==> src/rtl/wk_pkg.sv <==
package wk_pkg;

  localparam logic [3:0] OFS_ENABLE = 4'h0;
  localparam logic [3:0] OFS_POL    = 4'h4;
  localparam logic [3:0] OFS_MASKED = 4'h8;
  localparam logic [3:0] OFS_RAW    = 4'hC;

  // A sample pair qualifies when it moves in the programmed direction.
  function automatic logic edge_qualifies(input logic pol, input logic cur, input logic prev);
    return pol ? (cur & ~prev) : (~cur & prev);
  endfunction

  // Next raw state: clear requested bits, but a new edge always wins.
  function automatic logic latch_next(input logic raw, input logic clr, input logic hit);
    return (raw & ~clr) | hit;
  endfunction

endpackage

==> src/rtl/wk_sync.sv <==
module wk_sync #(
  parameter int NUM_SRC = 32
) (
  input  logic               clk,
  input  logic               rst_n,
  input  logic [NUM_SRC-1:0] async_i,
  output logic [NUM_SRC-1:0] cur_o,
  output logic [NUM_SRC-1:0] prev_o,
  output logic               armed_o
);
  localparam int ARM_STAGES = 3;

  logic [ARM_STAGES-1:0] arm_q;

  always_ff @(posedge clk or negedge rst_n) begin
    if (!rst_n) arm_q <= '0;
    else        arm_q <= {arm_q[ARM_STAGES-2:0], 1'b1};
  end
  assign armed_o = arm_q[ARM_STAGES-1];

  for (genvar g = 0; g < NUM_SRC; g++) begin : g_src
    logic meta_q, sync_q, prev_q;
    always_ff @(posedge clk or negedge rst_n) begin
      if (!rst_n) begin
        meta_q <= 1'b0;
        sync_q <= 1'b0;
        prev_q <= 1'b0;
      end else begin
        meta_q <= async_i[g];
        sync_q <= meta_q;
        prev_q <= sync_q;
      end
    end
    assign cur_o[g]  = sync_q;
    assign prev_o[g] = prev_q;
  end

endmodule

==> src/rtl/wk_edge_latch.sv <==
module wk_edge_latch #(
  parameter int NUM_SRC = 32
) (
  input  logic               clk,
  input  logic               rst_n,
  input  logic [NUM_SRC-1:0] cur_i,
  input  logic [NUM_SRC-1:0] prev_i,
  input  logic               armed_i,
  input  logic [NUM_SRC-1:0] pol_i,
  input  logic [NUM_SRC-1:0] clr_i,
  output logic [NUM_SRC-1:0] hit_o,
  output logic [NUM_SRC-1:0] raw_o
);
  import wk_pkg::*;

  for (genvar g = 0; g < NUM_SRC; g++) begin : g_bit
    logic raw_q;
    assign hit_o[g] = armed_i & edge_qualifies(pol_i[g], cur_i[g], prev_i[g]);
    always_ff @(posedge clk or negedge rst_n) begin
      if (!rst_n) raw_q <= 1'b0;
      else        raw_q <= latch_next(raw_q, clr_i[g], hit_o[g]);
    end
    assign raw_o[g] = raw_q;
  end

  // Every detected edge is held on the next clock, even against a clear.
  assert_edge_wins_R7: assert property (@(posedge clk) disable iff (!rst_n)
    (|hit_o) |=> ((raw_o & $past(hit_o)) == $past(hit_o)));

  // A raw bit only rises when an edge was detected in the cycle before.
  assert_no_spurious_R3: assert property (@(posedge clk) disable iff (!rst_n)
    ((raw_o & ~$past(raw_o) & ~$past(hit_o)) == '0));

  // A clear with no competing edge empties the bit.
  assert_clear_R6: assert property (@(posedge clk) disable iff (!rst_n)
    ((clr_i & ~hit_o) != '0) |=> ((raw_o & $past(clr_i & ~hit_o)) == '0));

endmodule

==> src/rtl/wk_regs.sv <==
module wk_regs #(
  parameter int               NUM_SRC   = 32,
  parameter int               ADDR_W    = 4,
  parameter logic [NUM_SRC-1:0] POL_RESET = '0
) (
  input  logic               clk,
  input  logic               rst_n,
  input  logic               wr_en,
  input  logic [ADDR_W-1:0]  addr,
  input  logic [NUM_SRC-1:0] wr_data,
  input  logic [NUM_SRC-1:0] raw_i,
  input  logic [NUM_SRC-1:0] masked_i,
  output logic [NUM_SRC-1:0] en_o,
  output logic [NUM_SRC-1:0] pol_o,
  output logic [NUM_SRC-1:0] clr_o,
  output logic [NUM_SRC-1:0] rd_data
);
  import wk_pkg::*;

  logic sel_en, sel_pol, sel_mask, sel_raw;

  assign sel_en   = (addr == ADDR_W'(OFS_ENABLE));
  assign sel_pol  = (addr == ADDR_W'(OFS_POL));
  assign sel_mask = (addr == ADDR_W'(OFS_MASKED));
  assign sel_raw  = (addr == ADDR_W'(OFS_RAW));

  always_ff @(posedge clk or negedge rst_n) begin
    if (!rst_n) begin
      en_o  <= '0;
      pol_o <= POL_RESET;
    end else if (wr_en) begin
      if (sel_en)  en_o  <= wr_data;
      if (sel_pol) pol_o <= wr_data;
    end
  end

  assign clr_o = (wr_en && sel_raw) ? wr_data : '0;

  always_comb begin
    rd_data = '0;
    if (sel_en)   rd_data = en_o;
    if (sel_pol)  rd_data = pol_o;
    if (sel_mask) rd_data = masked_i;
    if (sel_raw)  rd_data = raw_i;
  end

  // The masked status offset is read-only.
  assert_masked_ro_R8: assert property (@(posedge clk) disable iff (!rst_n)
    (wr_en && sel_mask) |=> ($stable(en_o) && $stable(pol_o)));

endmodule

==> src/rtl/wake_latch_top.sv <==
module wake_latch_top #(
  parameter int                 NUM_SRC   = 32,
  parameter int                 ADDR_W    = 4,
  parameter logic [NUM_SRC-1:0] POL_RESET = NUM_SRC'(32'hF000_0000)
) (
  input  logic               clk,
  input  logic               rst_n,
  input  logic [NUM_SRC-1:0] src_i,
  input  logic               wr_en,
  input  logic [ADDR_W-1:0]  addr,
  input  logic [NUM_SRC-1:0] wr_data,
  output logic [NUM_SRC-1:0] rd_data,
  output logic               wake_o
);
  logic [NUM_SRC-1:0] cur, prev, hit, raw, en, pol, clr, masked;
  logic               armed;

  wk_sync #(.NUM_SRC(NUM_SRC)) i_sync (
    .clk(clk), .rst_n(rst_n), .async_i(src_i),
    .cur_o(cur), .prev_o(prev), .armed_o(armed)
  );

  wk_edge_latch #(.NUM_SRC(NUM_SRC)) i_latch (
    .clk(clk), .rst_n(rst_n), .cur_i(cur), .prev_i(prev), .armed_i(armed),
    .pol_i(pol), .clr_i(clr), .hit_o(hit), .raw_o(raw)
  );

  wk_regs #(.NUM_SRC(NUM_SRC), .ADDR_W(ADDR_W), .POL_RESET(POL_RESET)) i_regs (
    .clk(clk), .rst_n(rst_n), .wr_en(wr_en), .addr(addr), .wr_data(wr_data),
    .raw_i(raw), .masked_i(masked), .en_o(en), .pol_o(pol), .clr_o(clr),
    .rd_data(rd_data)
  );

  assign masked = raw & en;
  assign wake_o = |masked;

  // With every source disabled no latched event may wake the system.
  assert_gated_R4: assert property (@(posedge clk) disable iff (!rst_n)
    (en == '0) |-> !wake_o);

endmodule

==> config.mk <==
export PLATFORM = sky130hd
export DESIGN_NAME = wake_latch_top
export DESIGN_NICKNAME = d
export VERILOG_FILES = /design/src/rtl/wk_pkg.sv /design/src/rtl/wk_sync.sv /design/src/rtl/wk_edge_latch.sv /design/src/rtl/wk_regs.sv /design/src/rtl/wake_latch_top.sv
export SDC_FILE = /design/constraint.sdc
export NUM_CORES = 1
export LEC_CHECK = 0
export ABC_AREA = 0
export BUFFER_PORTS_ARGS = -buffer_cell sky130_fd_sc_hd__buf_2
export CORE_MARGIN = 2
export CORE_UTILIZATION = 50
export DETAILED_ROUTE_END_ITERATION = 10
export PLACE_DENSITY = 0.8
export SETUP_SLACK_MARGIN = 0.15
export SLEW_MARGIN = 30
export SYNTH_ARGS = -nofsm -noshare
export SYNTH_HDL_FRONTEND = slang
export SYNTH_SLANG_ARGS = --single-unit
==> constraint.sdc <==
create_clock -name clk -period 1.45 [get_ports clk]
set_input_delay 0.0725 -clock clk [delete_from_list [all_inputs] [get_ports clk]]
set_output_delay 0.0725 -clock clk [all_outputs]
set_load 0.02 [all_outputs]
* After elaboration in Yosys (flattened, before gate mapping)
Cells that the tools add are included.
** Storage, ports and cells
- Flip-flop bits (word level) :: 195
- Input port bits :: 71
- Output and inout port bits :: 33
- Word-level logic and storage cells :: 433
** Cells by class
- Equal/unequal tests :: 3
- Mux-type cells :: 37
- Bitwise operators :: 257
- Reductions and logical operators :: 5
** Operators by type and width (count)
- 32-bit two-way mux :: 5
- 1-bit bitwise AND :: 128
- 1-bit NOT :: 96
- 32-bit bitwise AND :: 1
- 1-bit two-way mux :: 32
- 1-bit OR :: 32
- 32-bit OR reduction :: 1
- 4-bit == test (second input constant) :: 2
- 4-bit by 3-bit == test with 1-bit output (second input constant) :: 1
- 4-bit logical NOT :: 1
- 2-bit AND reduction :: 2
- 1-bit logical AND :: 1

* Longest topological paths before layout
- Depth in word-level cells :: 6
- Gate-level depth with buffers :: 6
- Depth with buffers taken out :: 3

* Cells and area by module
From an unflattened synthesis, not the netlist that was laid out.
** Unflattened totals
- Cells, all modules :: 691
- Area total of the unflattened synthesis :: 9130.0 um2
** Modules (own cells, without submodules)
- wk_regs :: times used 1, cells an instance 252, area an instance 3659.8 um2, sequential area each 1606.5 um2
- wk_sync :: times used 1, cells an instance 164, area an instance 2961.6 um2, sequential area each 2477.4 um2
- wk_edge_latch :: times used 1, cells an instance 230, area an instance 2210.9 um2, sequential area each 800.8 um2
- wake_latch_top :: times used 1, cells an instance 45, area an instance 297.8 um2, sequential area each 0.0 um2

* Worst setup path after synthesis
Ideal clock, no wire load.
- Path type :: register -> output
- Start :: register i_latch.g_bit[20].raw_q
- End :: output wake_o
- Arrival time :: 1.272 ns
- Data required time :: 1.378 ns
- Setup slack :: 0.106 ns
- Cell stages (with the launch flop) :: 4
- Buffers on the path :: 0
- Path through :: dfrtp_1 > a22oi_1 > nand4_1 > or4_1
** Between the ends
- Word-level cells in the longest chain between the ends :: 2
** Ends and longest elaborated chain
- from (decl) :: line wk_edge_latch.sv:17 : logic raw_q;
- from (signal assigned) :: line wk_edge_latch.sv:21 : else raw_q <= latch_next(raw_q, clr_i[g], hit_o[g]);
- 32-bit bitwise AND :: line wake_latch_top.sv:34 : assign masked = raw & en;
- 32-bit OR reduction :: line wake_latch_top.sv:35 : assign wake_o = |masked;
- to (decl) :: line wake_latch_top.sv:13 : output logic wake_o
No other way between the ends.

* Worst setup path after layout
- Start :: register i_latch.g_bit[28].raw_q
- End :: output wake_o
** Between the ends
- Word-level cells in the longest chain between the ends :: 2
** Ends and longest elaborated chain (line)
- from (decl) :: wk_edge_latch.sv:17
- from (signal assigned) :: wk_edge_latch.sv:21
- 32-bit bitwise AND :: wake_latch_top.sv:34
- 32-bit OR reduction :: wake_latch_top.sv:35
No other way between the ends.

==> results.py <==
metrics = {
    "cells_and_area": {
        "drive_gt1_share_pct": 39.47,
        "final_cell_mix": "191 x dfrtp_1, 71 x buf_2, 65 x dlygate4sd3_1, 65 x buf_4, 41 x buf_6",
        "area_delta_synth_final_pct": 46.47,
        "final_common_cell": "dfrtp_1",
        "finish.utilization_pct": 74.68,
        "antennaDiodeCount": 0,
        "register_area_um2": 4885,
        "fin_nets": 889,
        "fillers": 818,
        "stdcell_area_um2": 10810,
        "multi_input_comb_area_um2": 2932,
        "final_cells": 1015,
    },
    "global_routing": {
        "grt.overflow.total": 0,
        "antenna_found_initial": 0,
        "grt_usage_pct": 27.34,
        "grt_pass1_wl_um": 33510,
        "grt_pass1_vias": 6248,
        "grt_max_degree": 48,
    },
    "route": {
        "postRouteWirelength_um": 23330,
        "detail-route-antenna-nets": 0,
        "dr_total_vias": 6255,
        "wl_per_cell_um": 22.99,
        "firstDrtPassIters": 6,
        "initialDrtViolationCount": 699,
        "routed_via_density": 6.163,
        "drc": 0,
    },
    "clock_network": {
        "cts_buffers": 17,
        "cts.htree.levels": 4,
        "clk_latency_ns": 0.45,
        "cts_tree": "done",
        "cts_root_buffer": "clkbuf_16",
        "clk_pin_slew_ns": 0.08,
        "cts_max_path_buffers": 2,
        "clock_sinks": 195,
    },
    "timing": {
        "hold_viol_final": 0,
        "fin_crit_sh_pct": 152.9,
        "finalSetupViolCount": 16,
        "rsz0062_at_grt": "true",
        "finalMaxSlewViolations": 0,
        "setup_ws_ns": -0.7668,
        "skew_ns": 0.01155,
        "post-route-min-period_ns": 2.217,
        "clock.fmax_mhz": 451.1,
        "finalSetupTns_ns": -1.484,
        "hold_ws_ns": 0.1272,
    },
    "flow_run": {
        "max_cap_viol_count": 0,
    },
    "placed_design": {
        "pre_cts_ws_ns": -0.1495,
        "dp.cells": 910,
        "postPlaceCellArea_um2": 8743,
        "gp_congestion": 0.8889,
        "io_buffers": 103,
        "dp_hpwl_um": 12660,
    },
    "floorplan": {
        "coreArea_um2": 14480,
        "io_pins": 104,
        "dieWidth_um": 125.5,
        "rows": 44,
        "fp.dieH_um": 125.5,
        "die_area_um2": 15750,
        "start_util_pct": 50.99,
    },
    "critical_path": {
        "crit_path_top_delay_cell": "or4_4",
        "path_max_fanout": 2,
        "arrival_ns": 2.14,
        "r2r_start": "i_regs.pol_o[30]$_DFFE_PN1P_",
        "worstPathCellList": "a22oi_1, nand4_1, or4_4, buf_2",
        "worstSetupEndpointType": "output pin",
        "r2r_end": "i_latch.g_bit[30].raw_q$_DFF_PN0_",
        "required_ns": 1.38,
        "critPathLaunchType": "flip-flop",
        "reg2reg_slack_ns": 0.26,
        "critical_path_class": "flip-flop to output pin",
        "rr_worst_depth": 4,
        "critPathMaxStageDelay_ns": 0.47,
    },
    "status": {
        "outcome": "finished with violations",
        "violations": "negative setup slack",
    },
    "pwr": {
        "swShare_pct": 30.46,
        "irDropWorstVdd_mv": 0.9289,
        "power_mw": 14.57,
        "power.leakage_nw": 4.778,
        "p_int_mw": 10.13,
        "switchingPower_mw": 4.437,
        "power_frac_seq_pct": 46.5,
        "p_comb_share_pct": 21.9,
        "p_clk_share_pct": 31.6,
        "p_per_area_nw_per_um2": 1347,
    },
    "synth": {
        "synth_top_area_share_pct": 64.75,
        "yosysSeqAreaShare_pct": 66.17,
        "synth_top_cell_by_area": "dfrtp_1",
        "synth-seq-cells": 195,
        "yosysUniqueCellTypes": 22,
        "synthCells": 575,
        "synth_area_um2": 7382,
        "syn_area_per_cell_um2": 12.84,
        "synth_warnings": 0,
        "synth_area_leaders": "dfrtp_1 65%, o22ai_1 5.4%, mux2_1 4.9%",
        "syn-num-nets": 646,
    },
    "hold_path": {
        "hold_path.class": "input pin to asynchronous set/reset pin",
    },
}
layout make-up:
cell class / instances / share of cell area (%)
clock inverter: 15 / 1.365
multi-input combinational: 349 / 27.11
clock buffer: 17 / 3.934
timing repair buffer: 254 / 20.25
tap: 184 / 2.129
inverter: 1 / 0.03471
sequential: 195 / 45.17
worst max-delay path by stage:
stage,start,endpoint,slack (ns)
floorplan,i_latch.g_bit[20].raw_q$_DFF_PN0_,wake_o,0.16
global placement,i_latch.g_bit[12].raw_q$_DFF_PN0_,wake_o,-0.11
detailed placement,i_latch.g_bit[12].raw_q$_DFF_PN0_,wake_o,-0.15
CTS,i_latch.g_bit[12].raw_q$_DFF_PN0_,wake_o,-0.57
global route,i_latch.g_bit[28].raw_q$_DFF_PN0_,wake_o,-0.77
finish,i_latch.g_bit[28].raw_q$_DFF_PN0_,wake_o,-0.77
worst max-delay path, delay by kind of cell (launching register included):
| family | cells | cell delay (ns) |
|---|---|---|
| simple gates | 2 | 0.70 |
| flops | 1 | 0.41 |
| compound gates | 1 | 0.41 |
| buf+inv | 1 | 0.18 |
cells in the mapped netlist:
master and n:
nor3b_4 1, or4_1 1, inv_1 1, conb_1 1, mux2_1 32, nand4_1 4
a22oi_1 16, nand2_1 33, nor2_1 33, nor3_1 32, buf_2 10, buf_1 1
dfrtp_1 191, nand3_1 33, or2_2 1, dfstp_2 4, clkbuf_1 19, a22o_1 32
o22ai_1 64, nand2b_1 33, and2_1 1, mux2_2 32
metal layers:
| layer | GRT usage [%] | wire, um | up-vias |
|---|---|---|---|
| li1 | - | - | 2594 |
| met2 | 44.42 | 11540 | 381 |
| met1 | 35.95 | 9021 | 3180 |
| met3 | 6.162 | 1692 | 100 |
| met4 | 11.05 | 1076 | 0 |
| met5 | 0 | 0 | - |
state kept, by name, indices dropped and copies added (netlist names):
signal	cells
i_latch.g_bit.raw_q	32
i_regs.en_o	32
i_regs.pol_o	32
i_sync.arm_q	3
i_sync.g_src.meta_q	32
i_sync.g_src.prev_q	32
i_sync.g_src.sync_q	32
repair_timing:
item,CTS,global route
setup buffers,4,4
setup endpoints to repair,33,33
pin swaps,30,9
hold buffers,65,0
endpoints found under the hold margin,322,0
resized for setup,110,54
cells by family (layout without fill, tap and decap cells):
| logic type | count (synthesis) | count (layout) | share of synthesized area (%) |
|---|---|---|---|
| buffers and inverters | 31 | 287 | 1.746 |
| AND/OR/NAND/NOR | 172 | 172 | 11.42 |
| other | 1 | 1 | 0.05080 |
| AO/OA/AOI/OAI | 112 | 112 | 10.85 |
| multiplexers | 64 | 64 | 9.763 |
| flip-flops | 195 | 195 | 66.17 |
power groups by stage:
stage                     Sequential, mW  Clock (mW)  Combinational [mW]
after floorplan                     6.64           0                1.07
after global placement              6.66           0                2.11
after detailed placement            6.74           0                2.19
after CTS                           6.68        4.58                2.77
after global routing                6.85        4.89                3.36
final                               6.78        4.60                3.19
Power figures use the tool's default switching activity.
